**src/rtl/irpl_pkg.sv**
```systemverilog
package irpl_pkg;
    localparam int CNT_W  = 8;
    localparam int ADDR_W = 2;

    localparam logic [ADDR_W-1:0] A_CTRL = 2'd0;
    localparam logic [ADDR_W-1:0] A_IEN  = 2'd1;
    localparam logic [ADDR_W-1:0] A_FLG  = 2'd2;
    localparam logic [ADDR_W-1:0] A_CNT  = 2'd3;

    localparam int B_UF   = 0;
    localparam int B_RISE = 1;
    localparam int B_FALL = 2;

    typedef enum logic {CNT_IDLE, CNT_RUN} cnt_state_t;
    typedef enum logic {FLT_STABLE, FLT_PEND} flt_state_t;
endpackage

```
**src/rtl/irpl_sync.sv**
```systemverilog
module irpl_sync #(
    parameter int STAGES = 2
) (
    input  logic clk,
    input  logic rst_n,
    input  logic d_i,
    output logic q_o
);
    logic [STAGES-1:0] sh_q;

    always_ff @(posedge clk or negedge rst_n) begin
        if (!rst_n) sh_q <= '0;
        else        sh_q <= {sh_q[STAGES-2:0], d_i};
    end

    assign q_o = sh_q[STAGES-1];
endmodule

```
**src/rtl/irpl_filter.sv**
```systemverilog
module irpl_filter
    import irpl_pkg::*;
(
    input  logic clk,
    input  logic rst_n,
    input  logic en_i,
    input  logic tick_i,
    input  logic samp_i,
    output logic lvl_o,
    output logic rise_o,
    output logic fall_o
);
    flt_state_t state_q, state_d;
    logic       lvl_q, lvl_d;

    always_ff @(posedge clk or negedge rst_n) begin
        if (!rst_n) begin
            state_q <= FLT_STABLE;
            lvl_q   <= 1'b0;
        end else begin
            state_q <= state_d;
            lvl_q   <= lvl_d;
        end
    end

    always_comb begin
        state_d = state_q;
        lvl_d   = lvl_q;
        rise_o  = 1'b0;
        fall_o  = 1'b0;
        if (!en_i) begin
            state_d = FLT_STABLE;
        end else if (tick_i) begin
            unique case (state_q)
                FLT_STABLE: if (samp_i != lvl_q) state_d = FLT_PEND;
                FLT_PEND: begin
                    state_d = FLT_STABLE;
                    if (samp_i != lvl_q) begin
                        lvl_d  = samp_i;
                        rise_o = samp_i;
                        fall_o = !samp_i;
                    end
                end
                default: state_d = FLT_STABLE;
            endcase
        end
    end

    assign lvl_o = lvl_q;

    // an edge is only reported after a pending first sample
    p_two_samples_r7: assert property (@(posedge clk) disable iff (!rst_n)
        (rise_o || fall_o) |-> (state_q == FLT_PEND));
    // rising and falling are never reported together
    p_one_edge_r8: assert property (@(posedge clk) disable iff (!rst_n)
        $onehot0({rise_o, fall_o}));
endmodule

```
**src/rtl/irpl_counter.sv**
```systemverilog
module irpl_counter
    import irpl_pkg::*;
#(
    parameter int W = CNT_W
) (
    input  logic         clk,
    input  logic         rst_n,
    input  logic         en_i,
    input  logic         tick_i,
    input  logic         load_i,
    input  logic [W-1:0] load_val_i,
    output logic [W-1:0] cnt_o,
    output logic         uf_o
);
    cnt_state_t   state_q, state_d;
    logic [W-1:0] cnt_q, cnt_d;

    always_ff @(posedge clk or negedge rst_n) begin
        if (!rst_n) begin
            state_q <= CNT_IDLE;
            cnt_q   <= '0;
        end else begin
            state_q <= state_d;
            cnt_q   <= cnt_d;
        end
    end

    always_comb begin
        state_d = state_q;
        cnt_d   = cnt_q;
        uf_o    = 1'b0;
        if (load_i) begin
            cnt_d   = load_val_i;
            state_d = (load_val_i != '0) ? CNT_RUN : CNT_IDLE;
        end else begin
            unique case (state_q)
                CNT_IDLE: cnt_d = '0;
                CNT_RUN: if (en_i && tick_i) begin
                    cnt_d = cnt_q - W'(1);
                    if (cnt_q == W'(1)) begin
                        uf_o    = 1'b1;
                        state_d = CNT_IDLE;
                    end
                end
                default: state_d = CNT_IDLE;
            endcase
        end
    end

    assign cnt_o = cnt_q;

    p_dec_r1: assert property (@(posedge clk) disable iff (!rst_n)
        (en_i && tick_i && !load_i && cnt_q != '0) |=> (cnt_q == $past(cnt_q) - W'(1)));
    p_hold_zero_r3: assert property (@(posedge clk) disable iff (!rst_n)
        (cnt_q == '0 && !load_i) |=> (cnt_q == '0));
    p_frozen_r5: assert property (@(posedge clk) disable iff (!rst_n)
        (!en_i && !load_i) |=> $stable(cnt_q));
endmodule

```
**src/rtl/irpl_ctrl.sv**
```systemverilog
module irpl_ctrl
    import irpl_pkg::*;
(
    input  logic              clk,
    input  logic              rst_n,
    input  logic              tick,
    input  logic [ADDR_W-1:0] bus_addr,
    input  logic              bus_wr,
    input  logic [7:0]        bus_wdata,
    output logic [7:0]        bus_rdata,
    input  logic              ir_in,
    output logic              ir_out,
    output logic              irq
);
    logic [2:0]       ctrl_q, ien_q, flg_q, flg_d, clr_mask;
    logic             en, rx_mode, sync_in, lvl, rise, fall, uf, cnt_load;
    logic [CNT_W-1:0] cnt;

    assign en       = ctrl_q[0];
    assign rx_mode  = ctrl_q[1];
    assign cnt_load = bus_wr && (bus_addr == A_CNT);
    assign clr_mask = (bus_wr && bus_addr == A_FLG) ? bus_wdata[2:0] : 3'b000;

    irpl_sync #(.STAGES(2)) u_sync (
        .clk(clk), .rst_n(rst_n), .d_i(ir_in), .q_o(sync_in)
    );

    irpl_filter u_filter (
        .clk(clk), .rst_n(rst_n), .en_i(en && rx_mode), .tick_i(tick),
        .samp_i(sync_in), .lvl_o(lvl), .rise_o(rise), .fall_o(fall)
    );

    irpl_counter #(.W(CNT_W)) u_counter (
        .clk(clk), .rst_n(rst_n), .en_i(en), .tick_i(tick),
        .load_i(cnt_load), .load_val_i(bus_wdata[CNT_W-1:0]),
        .cnt_o(cnt), .uf_o(uf)
    );

    always_comb begin
        flg_d = flg_q & ~clr_mask;
        if (uf)   flg_d[B_UF]   = 1'b1;
        if (rise) flg_d[B_RISE] = 1'b1;
        if (fall) flg_d[B_FALL] = 1'b1;
    end

    always_ff @(posedge clk or negedge rst_n) begin
        if (!rst_n) begin
            ctrl_q <= '0;
            ien_q  <= '0;
            flg_q  <= '0;
        end else begin
            if (bus_wr && bus_addr == A_CTRL) ctrl_q <= bus_wdata[2:0];
            if (bus_wr && bus_addr == A_IEN)  ien_q  <= bus_wdata[2:0];
            flg_q <= flg_d;
        end
    end

    always_comb begin
        unique case (bus_addr)
            A_CTRL:  bus_rdata = {5'b0, ctrl_q};
            A_IEN:   bus_rdata = {5'b0, ien_q};
            A_FLG:   bus_rdata = {3'b0, lvl, 1'b0, flg_q};
            default: bus_rdata = cnt;
        endcase
    end

    assign ir_out = en && !rx_mode && ctrl_q[2];
    assign irq    = |(flg_q & ien_q);

    p_uf_flag_r2: assert property (@(posedge clk) disable iff (!rst_n)
        uf |=> flg_q[B_UF]);
    p_tx_low_r5: assert property (@(posedge clk) disable iff (!rst_n)
        !en |=> (!ir_out || $past(bus_wr && bus_addr == A_CTRL)));
endmodule

```
**config.mk**
```make
export PLATFORM = sky130hd
export DESIGN_NAME = irpl_ctrl
export DESIGN_NICKNAME = d
export VERILOG_FILES = /design/src/rtl/irpl_pkg.sv /design/src/rtl/irpl_sync.sv /design/src/rtl/irpl_filter.sv /design/src/rtl/irpl_counter.sv /design/src/rtl/irpl_ctrl.sv
export SDC_FILE = /design/constraint.sdc
export NUM_CORES = 1
export LEC_CHECK = 0
export BUFFER_PORTS_ARGS = -buffer_cell sky130_fd_sc_hd__buf_2
export CORE_MARGIN = 3
export CORE_UTILIZATION = 57
export CTS_CLUSTER_SIZE = 24
export DETAILED_ROUTE_END_ITERATION = 8
export GPL_TIMING_DRIVEN = 0
export PLACE_DENSITY_LB_ADDON = 0.1
export SLEW_MARGIN = 20
export SYNTH_ARGS = -nofsm -noshare
export SYNTH_HDL_FRONTEND = slang
export SYNTH_SLANG_ARGS = --single-unit
```
**constraint.sdc**
```tcl
create_clock -name clk -period 2.6 [get_ports clk]
set_clock_uncertainty 0.2 [all_clocks]
set_input_delay 0.52 -clock clk [delete_from_list [all_inputs] [get_ports clk]]
set_output_delay 0.52 -clock clk [all_outputs]
set_load 0.01 [all_outputs]
```
Word level (Yosys, flattened, before mapping)
Cells that the tools add are included.
- word-level logic and storage cells: 64
- register bits: 22
- output and inout bits: 10
- input bits: 15
- bitwise gates (word level): 5
- multiplexer cells: 29
- eq/ne operators: 7
- reductions and logical operators: 14
- add/sub/neg operators: 1
- operator list (kind ; number):
    8-bit one-hot mux with 3 select lines ; 1
    1-bit 2-to-1 mux ; 23
    8-bit 2-to-1 mux ; 2
    8-bit one-hot mux with 2 select lines ; 1
    8-bit by 1-bit equality test with 1-bit output (second input constant) ; 1
    1-bit logical AND ; 8
    8-bit nonzero test ; 1
    8-bit by 1-bit subtractor with 8-bit output (second input constant) ; 1
    3-bit AND ; 2
    2-bit equality test (second input constant) ; 2
    4-bit AND reduction ; 1
    3-bit 2-to-1 mux ; 1
    3-bit inequality test (second input constant) ; 1
    3-bit NOT ; 1
    3-bit OR reduction ; 1
    2-bit by 1-bit equality test with 1-bit output (second input constant) ; 1
    1-bit logical NOT ; 2
    2-bit logical NOT ; 1
    2-bit inequality test (second input constant) ; 1
    1-bit NOT ; 2
    1-bit one-hot mux with 2 select lines ; 1
    1-bit inequality test ; 1

Depth between registers and ports, before layout
Gate-level depths: netlist of run 1.
- depth after elaboration: 6
- depth in mapped cells: 5
- mapped depth without buffers: 5

Cells and area by module
Synthesis of run 1 repeated with hierarchy kept, for this count alone.
- cell total of the unflattened synthesis: 124
- area, all modules: 1365.1 um^2
- modules (own cells, without submodules) (module ; seq. area each (um^2) ; instances ; area each (um^2) ; cells each):
    irpl_counter ; 225.2 ; 1 ; 610.6 ; 69
    irpl_ctrl ; 225.2 ; 1 ; 561.8 ; 40
    irpl_filter ; 50.0 ; 1 ; 142.6 ; 13
    irpl_sync ; 50.0 ; 1 ; 50.0 ; 2

Worst setup path after synthesis of run 1
No wires, ideal clock.
- path type: in2out
- start: in bus_addr[1]
- end: out bus_rdata[0]
- arrival time: 1.213 ns
- slack: 0.667 ns
- buffers on the path: 1
- data required time: 1.880 ns
- stages: 2
- cell sequence: buf_2 > mux4_2
- longest elaborated chain between the ends: 2
- elaborated cells between the ends (all ways): 4
- those cells by class: eq/ne: 2; mux: 1; reduce/logical: 1
- RTL lines (item ; RTL line ; text):
    start, declared ; irpl_ctrl.sv:7 ; input logic [ADDR_W-1:0] bus_addr,
    2-bit equality test (tied with other cells) ; irpl_ctrl.sv:59 ; unique case (bus_addr)
    8-bit one-hot mux with 3 select lines * ; irpl_ctrl.sv:59 ;
    end, declared ; irpl_ctrl.sv:10 ; output logic [7:0] bus_rdata,
Every way passes the cells marked *; elsewhere a longest branch is shown, timed or not.

Worst setup path after layout of run 1
Ends and elaborated chain as after synthesis.

==> results of run 1 <==
==> routing by layer <==
metal  wire (um)  vias up
met2        1350       41
met1        1270      484
met3         166        6
met5           0        -
li1            -      470
met4          56        0
==> cell families after synthesis <==
kind of cell	after synthesis
DFF	22
adders and majority gates	4
xor gates and xnor gates	7
buffers and inverters	8
muxes	12
and+or+nand+nor	46
AOI/OAI and AO/OA	15
==> synthesized netlist by cell type <==
master,count
a21oi_1,2
nand2_2,1
nor4_1,2
buf_1,1
and3b_4,1
nand4_1,1
o21ai_1,5
ha_1,4
nor2b_1,1
xnor2_1,1
nand3b_2,1
nor3_2,1
inv_1,5
nor3_1,2
and3b_2,1
buf_2,1
nand4b_2,1
nand2_1,15
and3_1,5
nand3b_1,2
mux4_2,3
nand3_1,4
nor2_1,6
xor2_1,6
and3b_1,1
a31o_1,1
o21ai_2,4
a22o_1,2
buf_4,1
mux2_1,6
dfrtp_1,22
nor3b_2,1
a222oi_1,1
mux2i_1,3
==> flip-flops by register name (all words and copies together) (netlist names) <==
name               flops
ctrl_q                 3
flg_q                  3
ien_q                  3
u_counter.cnt_o        8
u_counter.state_q      1
u_filter.lvl_o         1
u_filter.state_q       1
u_sync.sh_q            2
==> through the flow <==
step                      instance area (um^2)  total power, W  cells  setup slack, ns  utilization
after global routing                      1450         0.00109    170            0.300        0.725
after detailed placement                  1390        0.000769    165            0.385        0.694
after CTS                                 1450         0.00103    170            0.375        0.725
after floorplan                           1230        0.000665    114            0.667            -
final                                     1450         0.00102    170            0.378        0.725
after global placement                    1390        0.000751    165            0.382        0.694
==> cell type report <==
class                   instances  area, um^2  area share
multi-input cells              84         649       0.447
flip-flops and latches         22         551       0.379
repair buffers                 25         130      0.0897
well taps                      27        33.8      0.0233
clock inverters                 1        30.0      0.0207
clock buffers                   3        22.5      0.0155
inverters                       5        18.8      0.0129
plain buffers                   3        16.3      0.0112
==> what timing repair did <==
item                                   4_1_cts  5_1_grt
gates resized for setup                      0        0
endpoints found under the hold margin       22        0
buffers inserted                             0        0
hold buffers                                 1        0
==> critical path, cell delays in order <==
cell	delay [ns]
buf_2	0.11
buf_2	0.21
mux4_2	0.51
buf_2	0.15
==> worst min path at each step <==
stage,to,slack (ns),depth (start not counted)
after CTS,u_sync.sh_q[0]$_DFF_PN0_,0.11,1
after detailed placement,u_sync.sh_q[1]$_DFF_PN0_,0.14,0
after global routing,u_sync.sh_q[0]$_DFF_PN0_,0.09,1
after global placement,u_sync.sh_q[1]$_DFF_PN0_,0.14,0
after floorplan,ctrl_q[0]$_DFFE_PN0P_,0.02,0
final,u_sync.sh_q[0]$_DFF_PN0_,0.12,1
==> power by group <==
group / internal [W] / switching [W]
Combinational: 0.000137 / 0.000150
Clock: 0.000156 / 0.000104
Sequential: 0.000403 / 0.0000744
==> impl_summary.txt, run 1 <==
----------------------------------------------------
[Outcome]
  Run status ... complete, no violations

[Logic synthesis]
  Avg Synthesized Cell Area ... 10.8 um^2
  Share of the synthesized area in compound gates (AO/OA/AOI/OAI) ... 0.0861
  Post-Synth Adder-Cell Area ... 0.0405
  Number of cells produced by synthesis ... 114
  Portion of synthesized cell area occupied by the leading cell type ... 0.446
  Number of warning messages in the yosys log ... 0
  Dominant combinational cell family by area after synthesis ... simple AND/OR/NAND/NOR gates
  Seq/Total Area, Yosys ... 0.446
  Synth cell types ... 34
  Most area-hungry cell type in the Yosys netlist ... dfrtp_1
  Cell types occupying the most area after synthesis ... dfrtp_1 (45%), mux2_1 (5.5%), mux4_2 (5.5%)
  Multiplexer fraction of the synthesized cell area ... 0.134
  Netlist area before placement ... 0.00123 mm^2
  Syn nets ... 133
  Xor/xnor share of the synthesized area ... 0.0496
  Flip-flop and latch count after synthesis ... 22
  Simple-gate portion of the synthesized area ... 0.216

[Layout]
  Filler Cells Inserted ... 144
  Area added between synthesis and finish ... 17.5%
  Highest-count cells in the layout ignoring fill and taps ... buf_2 (25), dfrtp_1 (22), nand2_1 (15)
  Number of diodes ... 0
  Post-layout nets ... 163
  Layout cell share with drive strength beyond 1 ... 0.308
  Leading cell type in the layout, fill and taps excluded ... buf_2

[Clock network]
  H-Tree Depth ... 1
  Max Root-Sink Buffers ... 2
  Clock tree from TritonCTS ... built
  Clock sink count ... 22
  Clock buffer count from CTS ... 3
  Clock-pin slew reported for the worst setup and hold paths after clock tree synthesis ... 0.12 ns
  Clock tree root driver cell ... clkbuf_4
  Clock latency at the later pin of the worst-skew pair ... 0.30 ns

[Drt]
  Residual DRC ... 0
  Routed len/inst ... 16.7 um
  Number of DRC markers after the initial detailed-route iteration ... 42
  Post-detailed-routing wire length ... 2840 um
  Vias after detailed routing ... 1001
  Residual antenna-violating net count after detailed routing ... 0
  First-pass iteration count of the detailed router ... 4
  Vias per std cell ... 5.89

[Die]
  Starting utilization of the core area ... 0.617
  Die X ... 52.5 um
  Core outline area ... 0.00200 mm^2
  Die Outline Area ... 0.00276 mm^2
  Boundary pin count ... 25
  Total number of placement rows ... 16
  Die H ... 52.5 um

[Global routing]
  Met2 Usage GRT ... 0.388
  GRT met1 Usage ... 0.330
  Global-route met3 utilization ... 0.0313
  Initial antenna violation count ... 0
  Pin count of the biggest net entering global routing ... 23
  Busiest layer in global routing ... met2
  Global routing usage summed across all routing layers ... 0.238
  First-pass GRT wire length ... 4720 um
  Remaining Overflow, GRT ... 0
  Via count of the first global-routing pass ... 977

[Timing]
  WHS ... 0.116 ns
  Number of max-slew violations in the final report ... 0
  Unrepaired setup endpoints after global routing ... no
  Period minus WS final ... 2.22 ns
  Setup Viol. Count Final ... 0
  Worst max-slew margin expressed relative to the limit ... 0.668
  Slew at the pin closest to its max-slew limit ... 0.499 ns
  Final hold violation count ... 0
  Crit share post-route ... 0.854
  Total negative setup slack ... 0 ns
  Maximum operating frequency ... 0.450 GHz

[Setup path]
  Required time of the critical path ... 1.88 ns
  Setup Crit Path Kind ... input pin to output pin
  Crit path to ... bus_rdata[0]
  RR Startpoint ... u_counter.cnt_o[0]$_DFFE_PN0P_
  Data arrival, critical path ... 1.50 ns
  Launching instance or port of the critical path ... bus_addr[1]
  Cell depth of the worst flop-to-flop path ... 5
  Worst setup EP type ... output pin
  RR Endpoint ... u_counter.cnt_o[4]$_DFFE_PN0P_
  R2r setup slk ... 1.11 ns
  Peak fanout along the critical path ... 10
  Sort of element at the start of the critical path ... input pin

[Min path]
  Start point of the worst hold path ... ir_in
  Path class of the lowest-slack min-delay path ... input pin to register

[Job]
  Count of maximum capacitance violations ... 0

[Placement]
  DP HPWL ... 2160 um
  Number of buffer cells added on primary ports ... 24
  Gpl congestion ... 0.810

[Power]
  Cell area power density ... 705 mW/mm^2
  Static leakage ... 0.707 nW
  IR drop worst, VDD ... 0.471 mV

----------------------------------------------------
No activity file was read; power rests on OpenSTA's default activity.
==> run 2: changes to the inputs <==
CORE_MARGIN = unset   (was 3)
CORE_UTILIZATION = 59   (was 57)
SYNTH_HIERARCHICAL = 1   (was unset)
==> run 2 against run 1 <==
  * Core utilization decreased by 1.0 points
  * Via count increased by 17%
  * Count of clock-buffer cells in the layout increased by 1
  * Critical endpoint unchanged
  * Setup slack improved by 0.024 ns
  * Die area decreased by 9.1%
  * Global-route usage increased by 5.5 points
  * Power increased by 6.2%
  * Flip-flop and latch count unchanged
==> impl_summary.txt, run 2 <==
----------------------------------------------------
[Clock network]
  Clock buffer count from CTS ... 3
  Clock-pin slew reported for the worst setup and hold paths after clock tree synthesis ... 0.13 ns
  Number of buffers inserted to repair setup after CTS ... 0
  Clock tree root driver cell ... clkbuf_4
  Clock tree from TritonCTS ... built
  Clock sink count ... 22
  Clock latency at the later pin of the worst-skew pair ... 0.31 ns
  Max Root-Sink Buffers ... 2
  H-Tree Depth ... 1

[Setup path]
  Cell with the biggest individual delay on the critical path ... dfrtp_1
  Cell class contributing the biggest share of worst-path delay ... flip-flops
  Worst setup EP type ... output pin
  Critical path, cell by cell ... mux4_1, buf_2
  Sort of element at the start of the critical path ... register
  Critical path buffers and inverters ... 1
  Data arrival, critical path ... 1.48 ns
  Peak fanout along the critical path ... 9
  Required time of the critical path ... 1.88 ns
  Setup Crit Path Kind ... register to output pin
  Maximum single-stage delay on the critical path ... 0.51 ns

[Logic synthesis]
  Avg Synthesized Cell Area ... 11.0 um^2
  Number of warning messages in the yosys log ... 6
  Netlist area before placement ... 0.00137 mm^2
  Seq/Total Area, Yosys ... 0.403
  Ranking of synthesized cells by instance count ... dfrtp_1 (22), nand2_1 (9)
  Async S/R FF share, synth ... 1.00
  Synth cell types ... 44
  Most common cell in the synthesized netlist ... dfrtp_1
  Most area-hungry cell type in the Yosys netlist ... dfrtp_1
  Synth Flop Type ... dfrtp_1
  Flip-flop and latch count after synthesis ... 22
  Portion of synthesized cell area occupied by the leading cell type ... 0.403
  Syn nets ... 143
  Number of cells produced by synthesis ... 124
  Count of flip-flops with a built-in enable after synthesis ... 0
  Cell types occupying the most area after synthesis ... dfrtp_1 (40%), mux4_1 (5.8%), ha_1 (3.7%)

[Layout]
  Highest-count cells in the layout ignoring fill and taps ... buf_2 (25), dfrtp_1 (22), nand2_1 (9)
  Layout cell share with drive strength beyond 1 ... 0.327
  Max FFs per register ... 8
  Post-layout nets ... 173
  Number of diodes ... 0
  Area added between synthesis and finish ... 14.8%
  Final std cell area, no fill ... 0.00157 mm^2
  Filler Cells Inserted ... 164
  Leading cell type in the layout, fill and taps excluded ... buf_2
  Final cell count without fillers ... 181

[Die]
  Total number of placement rows ... 17
  Die X ... 50.1 um
  Starting utilization of the core area ... 0.623
  Die Outline Area ... 0.00251 mm^2
  Die H ... 50.1 um
  Boundary pin count ... 25
  Core outline area ... 0.00219 mm^2

[Global routing]
  Remaining Overflow, GRT ... 0
  First-pass GRT wire length ... 5350 um
  Global routing usage summed across all routing layers ... 0.294
  Via count of the first global-routing pass ... 1094
  Pin count of the biggest net entering global routing ... 23
  Initial antenna violation count ... 0

[Timing]
  Unrepaired setup endpoints after global routing ... no
  Number of max-slew violations in the final report ... 0
  Crit share post-route ... 0.845
  Slew at the pin closest to its max-slew limit ... 0.490 ns
  Maximum operating frequency ... 0.455 GHz
  Period minus WS final ... 2.20 ns
  Worst max-slew margin expressed relative to the limit ... 0.673
  Setup Viol. Count Final ... 0
  Minimum setup slack in the final design ... 0.402 ns
  Total negative setup slack ... 0 ns
  Final hold violation count ... 0

[Job]
  Count of maximum capacitance violations ... 0

[Power]
  Cell area power density ... 694 mW/mm^2
  IR drop worst, VDD ... 0.532 mV
  Static leakage ... 0.778 nW

[Placement]
  Cell Count Post-Placement ... 176
  Post-placement cell area ... 0.00152 mm^2
  Gpl congestion ... 0.928
  Number of buffer cells added on primary ports ... 24
  DP HPWL ... 2340 um
  Setup Slack @ Placement ... 0.265 ns

[Drt]
  Routed len/inst ... 18.1 um
  Vias per std cell ... 6.48
  Vias after detailed routing ... 1173
  Number of DRC markers after the initial detailed-route iteration ... 58
  Residual DRC ... 0
  First-pass iteration count of the detailed router ... 6
  Post-detailed-routing wire length ... 3270 um
  Residual antenna-violating net count after detailed routing ... 0

[Min path]
  Path class of the lowest-slack min-delay path ... input pin to register

[Outcome]
  Run status ... complete, no violations

----------------------------------------------------
run 2: cell types whose count changed in the layout (fill, tap and decap cells not counted), sizes merged, moves of 4 or more:
cell / change
nand2: -7
clkbuf: +4
xor2: -5
o21ai: -4
run 2: path summary, 6_finish.rpt:
kind,startpoint,endpoint,slack (ns),cells after the start
worst min register to register,u_sync/sh_q[0]$_DFF_PN0_,u_sync/sh_q[1]$_DFF_PN0_,0.18,0
max in group asynchronous,rst_n,u_counter/cnt_o[4]$_DFFE_PN0P_,1.39,2
worst max-delay path,ctrl_q[0]$_DFFE_PN0P_,bus_rdata[0],0.40,2
min in group asynchronous,rst_n,ien_q[0]$_DFFE_PN0P_,0.48,2
worst max register to register,u_counter/cnt_o[2]$_DFFE_PN0P_,u_counter/cnt_o[5]$_DFFE_PN0P_,0.69,4
worst min-delay path,ir_in,u_sync/sh_q[0]$_DFF_PN0_,0.11,1
run 2: layout make-up:
class	instances	area, um^2	share of cell area
Multi-Input combinational cell	91	757	0.483
Tap cell	28	35.0	0.0224
Timing Repair Buffer	25	130	0.0831
Inverter	5	18.8	0.0120
Sequential cell	22	551	0.351
Clock buffer	4	36.3	0.0232
Buffer	6	38.8	0.0248
run 2: worst reg2reg max path: cells and delay by family (launching register included):
family | cells | cell delay [ns]
AOI/OAI and AO/OA | 1 | 0.38
buffers and inverters | 1 | 0.14
and+or+nand+nor | 2 | 0.66
DFF | 1 | 0.42
run 2: timing repair:
| action | in CTS | in global routing |
|---|---|---|
| hold buffers | 1 | 0 |
| endpoints found under the hold margin | 22 | 0 |
| gates resized for setup | 0 | 0 |
run 2: power by group:
group	switching [W]	total, W	leakage (nW)	internal (W)
registers	0.000100	0.000513	0.276	0.000412
logic	0.000181	0.000380	0.481	0.000199
clock network	0.000109	0.000195	0.0210	0.0000856
total	0.000390	0.00109	0.778	0.000697
run 2: metal layers:
metal,track usage,up-vias,share of wire
met5,0,-,0
met4,0.157,0,0.019
met3,0.0463,10,0.051
met2,0.460,51,0.50
met1,0.386,577,0.43
li1,-,535,-
run 2: metrics by stage:
| step | util | total power (W) | hold slack [ns] |
|---|---|---|---|
| after floorplan | - | 0.000759 | 0.0244 |
| after global placement | 0.694 | 0.000864 | 0.145 |
| after detailed placement | 0.694 | 0.000885 | 0.152 |
| after CTS | 0.715 | 0.00108 | 0.101 |
| after global routing | 0.715 | 0.00115 | 0.0907 |
| final | 0.715 | 0.00109 | 0.108 |
run 2: kinds of logic after synthesis:
group	share of synthesized area
XOR/XNOR	0.0128
multiplexers	0.130
flip-flops	0.403
AO/OA/AOI/OAI	0.119
adder cells (fa/ha/maj)	0.0367
AND/OR/NAND/NOR	0.256
buffers and inverters	0.0422
==> run 3: changes to the inputs <==
CORE_UTILIZATION = 49   (was 59)
clock period = 1.9 ns   (was 2.6 ns; I/O delays follow)
==> run 3 against run 2 <==
  * Critical path depth unchanged
  * Sequential power increased by 32%
  * Worst hold slack worse by 0.017 ns
  * Register-to-register slack got worse by 0.71 ns
  * Non-clock buffer count grew 12
  * Flip-flop and latch count unchanged
  * First-iteration DRC count decreased by 16%
  * Highest routed layer unchanged
  * Sequential share of layout area is 2.3 points lower
  * The flow now finishes with violations (setup timing)
  * Combinational power is 69% higher
  * Cell count is 7.2% higher
  * Core utilization decreased by 5.4 points
  * Count of clock-buffer cells in the layout is 1 lower
==> impl_summary.txt, run 3 (synthesized netlist as in run 2, its figures left out) <==
----------------------------------------------------
[Outcome]
  Run status ... finished with violations
  Violations in the final reports ... setup timing

[Timing]
  Slew at the pin closest to its max-slew limit ... 0.495 ns
  Setup Viol. Count Final ... 3
  Crit share post-route ... 1.02
  Maximum operating frequency ... 0.515 GHz
  Number of max-slew violations in the final report ... 0
  Period minus WS final ... 1.94 ns
  Final hold violation count ... 0
  Unrepaired setup endpoints after global routing ... yes
  Minimum setup slack in the final design ... -0.0413 ns
  Worst max-slew margin expressed relative to the limit ... 0.670

[Setup path]
  Required time of the critical path ... 1.32 ns
  Cell with the biggest individual delay on the critical path ... mux4_2
  Cell depth of the worst flop-to-flop path ... 4
  Setup Crit Path Kind ... register to output pin
  Data arrival, critical path ... 1.36 ns
  Critical path, cell by cell ... mux4_2, buf_6
  Sort of element at the start of the critical path ... register
  Worst setup EP type ... output pin
  Maximum single-stage delay on the critical path ... 0.48 ns
  Peak fanout along the critical path ... 3

[Layout]
  Leading cell type in the layout, fill and taps excluded ... buf_2
  Number of diodes ... 0
  Post-layout nets ... 185
  Final cell count without fillers ... 194
  Final cell utilization of the core ... 0.661
  Filler Cells Inserted ... 217
  Highest-count cells in the layout ignoring fill and taps ... buf_2 (22), dfrtp_1 (20), buf_4 (10), nand2_1 (9), buf_6 (6)
  Area added between synthesis and finish ... 23.2%
  Layout cell share with drive strength beyond 1 ... 0.421
  Max FFs per register ... 8
  Final std cell area, no fill ... 0.00168 mm^2

[Job]
  Count of maximum capacitance violations ... 0

[Die]
  Boundary pin count ... 25
  Total number of placement rows ... 18
  Die X ... 54.8 um
  Core outline area ... 0.00254 mm^2
  Starting utilization of the core area ... 0.536
  Die H ... 54.8 um
  Die Outline Area ... 0.00300 mm^2

[Drt]
  Vias after detailed routing ... 1174
  Residual DRC ... 0
  Vias per std cell ... 6.05
  Residual antenna-violating net count after detailed routing ... 0
  Post-detailed-routing wire length ... 3270 um
  Number of DRC markers after the initial detailed-route iteration ... 49
  Routed len/inst ... 16.8 um
  First-pass iteration count of the detailed router ... 4

[Placement]
  Gpl congestion ... 0.914
  Number of buffer cells added on primary ports ... 24
  DP HPWL ... 2320 um
  Setup Slack @ Placement ... -0.282 ns
  Post-placement cell area ... 0.00152 mm^2
  Cell Count Post-Placement ... 178

[Global routing]
  Remaining Overflow, GRT ... 0
  First-pass GRT wire length ... 5360 um
  Pin count of the biggest net entering global routing ... 23
  Initial antenna violation count ... 0
  Via count of the first global-routing pass ... 1097
  Global routing usage summed across all routing layers ... 0.257

[Power]
  IR drop worst, VDD ... 0.545 mV
  Cell area power density ... 910 mW/mm^2
  Static leakage ... 0.823 nW
  Design Power ... 0.00153 W

[Clock network]
  Clock latency at the later pin of the worst-skew pair ... 0.30 ns
  Clock tree root driver cell ... clkbuf_4
  Clock sink count ... 22
  Clock buffer count from CTS ... 3
  Clock-pin slew reported for the worst setup and hold paths after clock tree synthesis ... 0.12 ns
  Clock tree from TritonCTS ... built
  Max Root-Sink Buffers ... 2
  H-Tree Depth ... 1

[Min path]
  Hold-critical path depth ... 3
  Path class of the lowest-slack min-delay path ... input pin to register

----------------------------------------------------
run 3: cell count changes in the layout (fill, tap and decap cells not counted), moves of 2 or more:
| cell | change |
|---|---|
| buf_2 | -3 |
| buf_4 | +10 |
| buf_6 | +4 |
| dfrtp_1 | -2 |
| dfrtp_2 | +2 |
| mux4_1 | -3 |
| mux4_2 | +3 |
run 3: stage by stage:
| step | setup TNS (ns) | hold WS [ns] |
|---|---|---|
| 4_1_cts | -0.181 | 0.0817 |
| 6_report | -0.0887 | 0.0910 |
| 2_1_floorplan | 0 | -0.116 |
| 3_5_place_dp | -0.921 | 0.153 |
| 5_1_grt | -0.439 | 0.101 |
| 3_3_place_gp | -0.871 | 0.142 |
run 3: metal layers:
metal,wire length (um),share of wire,vias up,GRT usage
li1,-,-,553,-
met1,1520,0.47,573,0.369
met2,1510,0.46,44,0.386
met3,197,0.060,4,0.0389
met4,31,0.0095,0,0.0897
met5,0,0,-,0
run 3: path summary, 6_finish.rpt:
path                                                start  slack (ns)                             end
setup reg to reg           u_counter/cnt_o[0]$_DFFE_PN0P_       -0.02  u_counter/cnt_o[5]$_DFFE_PN0P_
hold / removal                               bus_wdata[6]        0.09  u_counter/cnt_o[6]$_DFFE_PN0P_
setup / recovery           u_counter/cnt_o[0]$_DFFE_PN0P_       -0.04                    bus_rdata[0]
min in group asynchronous                           rst_n        0.36  u_counter/cnt_o[7]$_DFFE_PN0P_
hold reg to reg                  u_sync/sh_q[0]$_DFF_PN0_        0.18        u_sync/sh_q[1]$_DFF_PN0_
max in group asynchronous                           rst_n        0.78           ctrl_q[0]$_DFFE_PN0P_
run 3: worst max-delay path, delay by kind of cell (launching register included):
| family | cells | cell delay, ns |
|---|---|---|
| multiplexers | 1 | 0.48 |
| flip-flops | 1 | 0.44 |
| buffers and inverters | 1 | 0.14 |
run 3: layout make-up:
type                    instances  area [um^2]  share of cell area
inverters                       5         18.8              0.0112
multi-input cells              91          764               0.455
well taps                      30         37.5              0.0223
plain buffers                   6         40.0              0.0238
flip-flops and latches         22          553               0.329
clock buffers                   3         22.5              0.0134
repair buffers                 37          245               0.146
run 3: timing repair:
item                       in CTS  in global routing
buffers inserted                7                  4
hold buffers                    2                  0
setup endpoints to repair       4                  7
pin swaps                       0                  2
resized for setup              10                  7
hold endpoints to repair       23                  0
run 3: where the power goes:
group / switching [W] / internal (W)
registers: 0.000112 / 0.000566
logic: 0.000295 / 0.000346
clock network: 0.000138 / 0.0000739
total: 0.000545 / 0.000986
